### config.mk
export PLATFORM = sky130hd
export DESIGN_NAME = nv_shadow_ram
export DESIGN_NICKNAME = d
export VERILOG_FILES = /design/src/rtl/nvs_pkg.sv /design/src/rtl/nvs_seq_match.sv /design/src/rtl/nvs_hsb_filter.sv /design/src/rtl/nvs_xfer_engine.sv /design/src/rtl/nv_shadow_ram.sv
export SDC_FILE = /design/constraint.sdc
export NUM_CORES = 1
export LEC_CHECK = 0
export BUFFER_PORTS_ARGS = -buffer_cell sky130_fd_sc_hd__buf_2
export CAP_MARGIN = 10
export CORE_MARGIN = 1
export CORE_UTILIZATION = 40
export DETAILED_ROUTE_END_ITERATION = 12
export GPL_TIMING_DRIVEN = 0
export HOLD_SLACK_MARGIN = 0.1
export MAX_ROUTING_LAYER = met4
export PLACE_DENSITY_LB_ADDON = 0.3
export SLEW_MARGIN = 20
export SYNTH_ARGS = -nofsm -noshare
export SYNTH_HDL_FRONTEND = slang
export SYNTH_HIERARCHICAL = 1
export SYNTH_SLANG_ARGS = --single-unit
### constraint.sdc
create_clock -name clk -period 8.7 [get_ports clk]
set_clock_uncertainty 0.15 [all_clocks]
set_input_delay 2.175 -clock clk [delete_from_list [all_inputs] [get_ports clk]]
set_output_delay 2.175 -clock clk [all_outputs]
set_load 0.03 [all_outputs]
### src/rtl/nvs_pkg.sv
// Shared types and constants for the shadow-memory controller.
// Assumes the software sequence addresses are truncated to the array's
// address width (AW between 6 and 13 keeps all seven addresses distinct).
package nvs_pkg;

    // Transfer engine phase
    typedef enum logic [2:0] {
        XF_IDLE = 3'd0,
        XF_SAVE = 3'd1,
        XF_WIPE = 3'd2,
        XF_LOAD = 3'd3,
        XF_DONE = 3'd4
    } xfer_phase_e;

    // Full-width unlock addresses; steps 0..4 are shared, 5 ends a STORE,
    // 6 ends a RECALL.
    function automatic logic [12:0] seq_full(input logic [2:0] k);
        case (k)
            3'd0:    seq_full = 13'h0000;
            3'd1:    seq_full = 13'h1555;
            3'd2:    seq_full = 13'h0AAA;
            3'd3:    seq_full = 13'h1FFF;
            3'd4:    seq_full = 13'h10F0;
            3'd5:    seq_full = 13'h0F0F;
            default: seq_full = 13'h0F0E;
        endcase
    endfunction

endpackage

### src/rtl/nvs_seq_match.sv
// Software unlock matcher. Watches accepted accesses and steps through the
// six-read pattern; any write or off-pattern read aborts. A match on the
// sixth read raises a one-cycle go pulse on the following cycle.
// Assumes acc is already qualified by the top (idle, no pending start).
module nvs_seq_match #(
    parameter int AW = 6
) (
    input  logic          clk,
    input  logic          rst_n,
    input  logic          acc,
    input  logic          acc_rd,
    input  logic [AW-1:0] addr,
    output logic          store_go,
    output logic          recall_go
);
    import nvs_pkg::*;

    localparam logic [2:0] LAST_STEP = 3'd5;

    logic [2:0]    step_q;
    logic [AW-1:0] want_a;
    logic [AW-1:0] first_a;
    logic [AW-1:0] st_end_a;
    logic [AW-1:0] rc_end_a;

    // Decode the address expected at the current step and the terminators
    always_comb begin
        want_a   = AW'(seq_full(step_q));
        first_a  = AW'(seq_full(3'd0));
        st_end_a = AW'(seq_full(3'd5));
        rc_end_a = AW'(seq_full(3'd6));
    end

    // Advance, abort or complete the pattern on every accepted access
    always_ff @(posedge clk) begin
        if (!rst_n) begin
            step_q    <= 3'd0;
            store_go  <= 1'b0;
            recall_go <= 1'b0;
        end else begin
            store_go  <= 1'b0;
            recall_go <= 1'b0;
            if (acc) begin
                if (acc_rd && step_q < LAST_STEP && addr == want_a) begin
                    step_q <= step_q + 3'd1;
                end else if (acc_rd && step_q == LAST_STEP && addr == st_end_a) begin
                    step_q   <= 3'd0;
                    store_go <= 1'b1;
                end else if (acc_rd && step_q == LAST_STEP && addr == rc_end_a) begin
                    step_q    <= 3'd0;
                    recall_go <= 1'b1;
                end else begin
                    // abort; a read of the first address restarts at step one
                    step_q <= (acc_rd && addr == first_a) ? 3'd1 : 3'd0;
                end
            end
        end
    end

endmodule

### src/rtl/nvs_hsb_filter.sv
// Store/busy line handler. Requests a STORE after the line is seen low on two
// consecutive edges while idle; one request per low period. Drives the
// open-drain pull-down for the whole transfer.
// Assumes hsb_in is already synchronous to clk.
module nvs_hsb_filter (
    input  logic clk,
    input  logic rst_n,
    input  logic hsb_in,
    input  logic busy,
    output logic hw_req,
    output logic pull_low
);
    logic low_q;
    logic fired_q;

    // Second consecutive low sample while idle and not yet used
    assign hw_req   = !hsb_in && low_q && !fired_q && !busy;
    assign pull_low = busy;

    // Remember last idle sample and whether this low period already fired
    always_ff @(posedge clk) begin
        if (!rst_n) begin
            low_q   <= 1'b0;
            fired_q <= 1'b0;
        end else begin
            low_q <= !busy && !hsb_in;
            if (hsb_in)
                fired_q <= 1'b0;
            else if (hw_req)
                fired_q <= 1'b1;
        end
    end

endmodule

### src/rtl/nvs_xfer_engine.sv
// Bulk transfer sequencer. Arbitrates start requests (STORE over RECALL, R11),
// walks an index over every word, runs RECALL as clear pass then copy pass
// , and holds one closing cycle before going idle. Tracks whether any
// write landed since the last transfer to gate line-requested stores.
module nvs_xfer_engine #(
    parameter int AW = 6
) (
    input  logic                 clk,
    input  logic                 rst_n,
    input  logic                 wr_seen,
    input  logic                 req_pfail,
    input  logic                 req_hw,
    input  logic                 req_sw_store,
    input  logic                 req_pup,
    input  logic                 req_sw_recall,
    output nvs_pkg::xfer_phase_e phase,
    output logic [AW-1:0]        idx,
    output logic                 busy
);
    import nvs_pkg::*;

    localparam logic [AW-1:0] LAST_IDX = {AW{1'b1}};
    localparam logic [AW-1:0] ONE      = AW'(1);

    logic dirty_q;
    logic go_store;
    logic go_recall;

    // Start decode: pwr_fail and software store always run, line store needs dirt
    always_comb begin
        go_store  = req_pfail || (req_hw && dirty_q) || req_sw_store;
        go_recall = req_pup || req_sw_recall;
    end

    assign busy = (phase != XF_IDLE);

    // Phase, index and dirty tracking
    always_ff @(posedge clk) begin
        if (!rst_n) begin
            phase   <= XF_IDLE;
            idx     <= '0;
            dirty_q <= 1'b0;
        end else begin
            case (phase)
                XF_IDLE: begin
                    idx <= '0;
                    if (go_store) begin
                        phase   <= XF_SAVE;
                        dirty_q <= 1'b0;
                    end else if (go_recall) begin
                        phase   <= XF_WIPE;
                        dirty_q <= 1'b0;
                    end else if (wr_seen) begin
                        dirty_q <= 1'b1;
                    end
                end
                XF_SAVE: begin
                    if (idx == LAST_IDX) phase <= XF_DONE;
                    idx <= idx + ONE;
                end
                XF_WIPE: begin
                    if (idx == LAST_IDX) phase <= XF_LOAD;
                    idx <= idx + ONE;
                end
                XF_LOAD: begin
                    if (idx == LAST_IDX) phase <= XF_DONE;
                    idx <= idx + ONE;
                end
                default: phase <= XF_IDLE;
            endcase
        end
    end

endmodule

### src/rtl/nv_shadow_ram.sv
// Top: working RAM with a nonvolatile shadow array and bulk STORE/RECALL.
// Idle accesses are synchronous; read data is registered. Accesses are
// dropped while a transfer runs or a software start is pending.
// Assumes all inputs are synchronous to clk. Arrays carry no reset.
module nv_shadow_ram #(
    parameter int AW = 6,
    parameter int DW = 8
) (
    input  logic          clk,
    input  logic          rst_n,
    input  logic          ce_n,
    input  logic          we_n,
    input  logic          oe_n,
    input  logic [AW-1:0] addr,
    input  logic [DW-1:0] wdata,
    output logic [DW-1:0] rdata,
    output logic          dout_oe,
    input  logic          pwr_fail,
    input  logic          pwr_up,
    input  logic          hsb_in,
    output logic          hsb_pull_low,
    output logic          busy
);
    import nvs_pkg::*;

    localparam int DEPTH = 1 << AW;

    logic [DW-1:0] ram_q    [DEPTH];
    logic [DW-1:0] shadow_q [DEPTH];
    logic [DW-1:0] rdata_q;
    logic          rd_q;
    logic          acc, acc_rd, acc_wr;
    logic          store_go, recall_go, hw_req;
    xfer_phase_e   phase;
    logic [AW-1:0] idx;

    // Accept an access only when idle and no software start is pending
    always_comb begin
        acc    = !ce_n && !busy && !store_go && !recall_go;
        acc_rd = acc && we_n;
        acc_wr = acc && !we_n;
    end

    nvs_seq_match #(.AW(AW)) u_seq (
        .clk       (clk),
        .rst_n     (rst_n),
        .acc       (acc),
        .acc_rd    (acc_rd),
        .addr      (addr),
        .store_go  (store_go),
        .recall_go (recall_go)
    );

    nvs_hsb_filter u_hsb (
        .clk      (clk),
        .rst_n    (rst_n),
        .hsb_in   (hsb_in),
        .busy     (busy),
        .hw_req   (hw_req),
        .pull_low (hsb_pull_low)
    );

    nvs_xfer_engine #(.AW(AW)) u_xfer (
        .clk           (clk),
        .rst_n         (rst_n),
        .wr_seen       (acc_wr),
        .req_pfail     (pwr_fail),
        .req_hw        (hw_req),
        .req_sw_store  (store_go),
        .req_pup       (pwr_up),
        .req_sw_recall (recall_go),
        .phase         (phase),
        .idx           (idx),
        .busy          (busy)
    );

    // Array update: bulk transfer owns the arrays, else external writes
    always_ff @(posedge clk) begin
        case (phase)
            XF_SAVE: shadow_q[idx] <= ram_q[idx];
            XF_WIPE: ram_q[idx]    <= '0;
            XF_LOAD: ram_q[idx]    <= shadow_q[idx];
            default: if (acc_wr) ram_q[addr] <= wdata;
        endcase
    end

    // Registered read port and output enable
    always_ff @(posedge clk) begin
        if (!rst_n) begin
            rdata_q <= '0;
            rd_q    <= 1'b0;
        end else begin
            rd_q <= acc_rd && !oe_n;
            if (acc_rd) rdata_q <= ram_q[addr];
        end
    end

    assign rdata   = rdata_q;
    assign dout_oe = rd_q && !busy;

endmodule

---- Word-level counts from Yosys, hierarchy flattened ----
Memory sizes are Yosys's and may differ from the RTL's. A register that Yosys moved wholly into a read port is not among the register bits.
Cells that the tools add are included.
cells by class
  reductions and logical operators ........ 44
  order comparisons ....................... 1
  multiplexer cells ....................... 33
  $add $sub $neg .......................... 2
  equality and inequality tests ........... 15
  bitwise operators ....................... 3
operators with widths
  operator               count
  $pmux W6 S6            1
  $mux W6                5
  $mux W3                7
  $logic_and A1 B1 Y1    18
  $mux W1                16
  $mux W8                2
  $eq A3 B2 Y1 const B   4
  $eq A6 B4 Y1 const B   2
  $pmux W6 S2            1
  $logic_not A1 Y1       9
  $pmux W3 S3            1
  $reduce_or A8 Y1       1
  $add A6 B1 Y6 const B  1
  $eq A3 B1 Y1 const B   2
  $eq A3 B3 Y1 const B   2
  $eq A6 B6 Y1           1
  $eq A6 B6 Y1 const B   1
  $logic_not A3 Y1       2
  $logic_not A6 Y1       1
  $reduce_bool A3 Y1     2
  $reduce_or A3 Y1       2
  $ne A2 B1 Y1 const B   2
  $reduce_or A2 Y1       2
  $reduce_or A4 Y1       1
  other kinds (9)        12
storage, ports and cells
  output and inout bits ................... 11
  logic and storage cells ................. 109
  bits in writable memories ............... 1,024
  memories kept ........................... 2
  register bits after elaboration ......... 18
  input port bits ......................... 22
memory list
  name      words  bits a word  read ports  clocked after Yosys merged registers in  wr ports  RTL line             RTL
  ram_q     64     8            2           2                                        1         nv_shadow_ram.sv:28  logic [DW-1:0] ram_q [DEPTH];
  shadow_q  64     8            1           1                                        1         nv_shadow_ram.sv:29  logic [DW-1:0] shadow_q [DEPTH];

---- Logic depth before layout (Yosys ltp) ----
  depth after elaboration ................. 11
  gate-level depth with buffers ........... 12
  gate-level depth less buffers ........... 7

---- Hierarchy ----
Netlist, hierarchy kept.
by module, submodules not included
  module           sequential area each (um^2)  times used  cells each  area each (um^2)
  nv_shadow_ram    30,929.7                     1           2,568       44,675.3
  nvs_seq_match    100.1                        1           63          503.0
  nvs_xfer_engine  200.2                        1           53          481.7
  nvs_hsb_filter   40.0                         1           9           93.8

---- Worst setup path before layout ----
No wires, ideal clock.
  path type ............................... input to register
  from .................................... in ce_n
  to ...................................... mem ram_q[0][6] (data pin)
  arrival time ............................ 5.359 ns
  stages on the path ...................... 7
  library setup time ...................... 0.581 ns
  required time ........................... 7.969 ns
  slack ................................... 2.610 ns
  path through ............................ nor4_2 > o211a_1 > buf_2 > nand2_1 > o31ai_1 > a2111oi_0 > a32oi_1
between the ends
  cells in the longest elaborated chain, start to end .. 10
RTL lines
  element                            RTL line             RTL
  start, declared                    nv_shadow_ram.sv:11  input logic ce_n,
  $logic_not A1 Y1                   nv_shadow_ram.sv:39  acc = !ce_n && !busy && !store_go && !recall_go;
  $logic_and A1 B1 Y1 (3 in series)  nv_shadow_ram.sv:39
  $logic_and A1 B1 Y1                nv_shadow_ram.sv:41  acc_wr = acc && !we_n;
  $mux W1                            nv_shadow_ram.sv:83  default: if (acc_wr) ram_q[addr] <= wdata;
  $mux W1                            nv_shadow_ram.sv:79  case (phase)
  $mux W1 (not written as such)      nv_shadow_ram.sv:83
  $reduce_or A8 Y1 (no line)         --
  $mux W8 (no line)                  --
  end, declared                      nv_shadow_ram.sv:28
No other way between the ends.

==> flow_metrics.py <==
metrics = {
    "worst_setup_path": {
        "r2r_end": "shadow_q[52][6]",
        "end_kind": "flip-flop",
        "r2r_setup_slack_ns": 1.95,
        "crit_type": "flip-flop to flip-flop",
        "rr_worst_depth": 11,
        "startpoint": "u_xfer/idx[2]",
        "r2r-start": "u_xfer/idx[2]",
        "worstPathRequired_ns": 9.01,
        "start_kind": "flip-flop",
        "crit_path_end": "shadow_q[52][6]",
        "cp.arrival_ns": 7.06,
        "critical_path_peak_fanout": 20,
    },
    "yosys": {
        "yosys-top-cells-count": "edfxtp_1 (1,024), nor2_1 (207), mux2i_1 (197), mux4_2 (193), a221oi_1 (139)",
        "yosysSeqAreaShare": 0.683,
        "synth_edf_count": 1024,
        "synth_flop_cell": "edfxtp_1",
        "ys_async_sr_fraction": 0,
        "yosysUniqueCellTypes": 88,
        "syn_nets": 2721,
        "synth_top_area_frac": 0.672,
        "yosysMostFrequentCell": "edfxtp_1",
        "synthesis.area_sq_um": 45800,
        "ys_warn_count": 6,
        "synth_top_cell_by_area": "edfxtp_1",
        "synth.avg_cell_area_sq_um": 17.0,
        "syn_inst": 2693,
        "synth_area_leaders": "edfxtp_1 (67%), mux4_2 (9.5%), mux2i_1 (4.3%)",
        "synth_seq_cells": 1050,
    },
    "power": {
        "power_density_nw_per_um2": 230,
        "power.switching_mw": 3.14,
        "p_sw_frac": 0.261,
        "pwr-share-clk": 0.409,
        "combPwrFrac": 0.118,
        "p_leak_nw": 16.9,
        "p_seq_frac": 0.472,
        "peakVddDrop_uv": 192,
        "power.internal_mw": 8.91,
    },
    "cts": {
        "cts_resized": 0,
        "hold_buffers": 0,
        "cts_tree": "yes",
        "clk_pin_slew_ns": 0.06,
        "cts_buffers": 109,
        "cts_setup_buffers": 0,
        "clock_latency_ns": 0.73,
        "cts_max_level": 3,
        "cts-root-buf": "clkbuf_16",
        "cts_sinks": 1050,
        "cts_max_path_buffers": 3,
    },
    "route": {
        "vias": 31300,
        "drt_iter0_drc": 5741,
        "ant_nets": 0,
        "wirelength_um": 197000,
        "wire_per_inst_um": 44.0,
        "via_per_inst": 6.99,
        "drc": 0,
        "dr.pass1.iters": 9,
    },
    "floorplan": {
        "initial_core_util": 0.405,
        "num_io_pins": 33,
        "die_w_um": 340,
        "row_count": 123,
        "core_area_sq_um": 113000,
        "die-area_sq_um": 116000,
        "die_y_um": 340,
    },
    "timing": {
        "maxSlewViolCount": 0,
        "finalHoldViolCount": 0,
        "fmax_ghz": 0.148,
        "rsz0062_at_grt": "false",
        "max-slew-margin-rel": 0.0650,
        "tightestPinTransition_ns": 1.39,
        "setup-violations-final": 0,
        "period_needed_ns": 6.75,
        "holdWs_ns": 0.320,
        "finalCritPeriodShare": 0.776,
    },
    "grt": {
        "grt_pass1_vias": 29800,
        "antenna_found_initial": 15,
        "grtUsageTotal": 0.346,
        "grt_max_degree": 65,
        "grt_overflow_total": 0,
        "grt_pass1_wl_um": 261000,
    },
    "finish": {
        "fin_cells": 4480,
        "drive_gt1_frac": 0.237,
        "area_growth_pct": 14.5,
        "fin_util": 0.464,
        "nets": 2902,
        "fillers": 9692,
    },
    "job": {
        "drv_cap": 0,
    },
    "placed_design": {
        "dp_cells": 4263,
        "post-dp-hpwl_um": 131000,
        "numPortBuffers": 32,
        "gp_routability_congestion": 1.07,
    },
    "worst_hold_path": {
        "hp-class": "flip-flop to flip-flop",
    },
    "status": {
        "status": "completed",
    },
}
## how the worst min path moves through the flow
stage	end	slack (ns)	cells after the start	start
final	u_hsb/fired_q	0.32	2	u_hsb/fired_q
after global routing	u_hsb/fired_q	0.34	2	u_hsb/fired_q
after detailed placement	u_hsb/fired_q	0.32	2	u_hsb/fired_q
after CTS	u_hsb/fired_q	0.33	2	u_hsb/fired_q
after global placement	u_hsb/fired_q	0.31	2	u_hsb/fired_q
after floorplan	u_hsb/fired_q	0.29	2	u_hsb/fired_q
## per-layer routing
metal	GRT usage	vias up	share of wire
met5	-	-	0
met4	0.227	0	0.083
met3	0.122	764	0.14
met2	0.479	2835	0.42
met1	0.426	16100	0.36
li1	-	11600	-
## state kept, by name, indices dropped and copies added, names as in the netlist
name / cells
ram_q: 512
shadow_q: 512
rdata: 8
u_xfer/idx: 6
u_seq/step_q: 3
u_xfer/phase: 3
rd_q: 1
u_hsb/fired_q: 1
u_hsb/low_q: 1
u_seq/recall_go: 1
u_seq/store_go: 1
u_xfer/dirty_q: 1
## cell families (layout without fill, tap and decap cells)
| family | count (synthesis) | count (layout) | synth area share |
|---|---|---|---|
| flip-flops | 1050 | 1050 | 0.683 |
| AO/OA/AOI/OAI | 524 | 524 | 0.0860 |
| multiplexers | 467 | 467 | 0.160 |
| AND/OR/NAND/NOR | 438 | 438 | 0.0444 |
| buffers and inverters | 205 | 480 | 0.0237 |
| adder cells (fa/ha/maj) | 6 | 6 | 0.00164 |
| XOR/XNOR | 3 | 3 | 0.000574 |
| other | 0 | 12 | 0 |
## power groups by stage
stage / combinational, mW / sequential, mW / clock [mW]
final: 1.42 / 5.69 / 4.93
after global routing: 1.41 / 5.69 / 5.08
after CTS: 1.35 / 5.69 / 4.91
after detailed placement: 1.34 / 5.80 / 0
after global placement: 1.25 / 5.84 / 0
after floorplan: 0.652 / 5.81 / 0
## placed cells by master (no fill, tap or decap), drive strengths merged, types with 23 or more instances in the layout
| master | synthesis | layout |
|---|---|---|
| clkinv | 1 | 44 |
| nor2 | 207 | 207 |
| a22oi | 68 | 68 |
| mux4 | 203 | 203 |
| nor3 | 25 | 25 |
| buf | 134 | 203 |
| mux2i | 197 | 197 |
| dfxtp | 26 | 26 |
| a21oi | 60 | 60 |
| nand3 | 26 | 26 |
| o22ai | 42 | 42 |
| a221oi | 140 | 140 |
| mux2 | 67 | 67 |
| a22o | 23 | 23 |
| edfxtp | 1024 | 1024 |
| clkbuf | 58 | 193 |
| o21ai | 66 | 66 |
| nand2 | 89 | 89 |
## through the flow
stage	area [sq um]	setup WS, ns	TNS [ns]	total power, mW
2_1_floorplan	45800	2.61	0	6.46
3_3_place_gp	47800	-1.80	-360.00	7.09
3_5_place_dp	48600	1.93	0	7.14
4_1_cts	52300	2.34	0	11.9
5_1_grt	52400	2.17	0	12.2
6_report	52400	1.95	0	12.0
## cell type report
class                           count  area [sq um]  area share
Tap cell                         1500          1880      0.0358
Inverter                           13          48.8    0.000931
Clock buffer                      135          2940      0.0561
Antenna cell                       12          30.0    0.000573
Buffer                            192          1080      0.0205
Clock inverter                     70           781      0.0149
Timing Repair Buffer               70           764      0.0146
Multi-Input combinational cell   1438         13600       0.260
Sequential cell                  1050         31300       0.597
## critical path, stage by stage (launching register included)
cell     delay (ns)
dfxtp_1        0.66
buf_2          0.35
buf_4          0.29
buf_2          0.71
buf_2          0.65
buf_2          0.73
buf_2          0.72
o21ai_0        0.18
o21ai_0        0.54
nand4_1        0.80
buf_6          0.44
buf_6          0.18
Power figures use the tool's default switching activity.
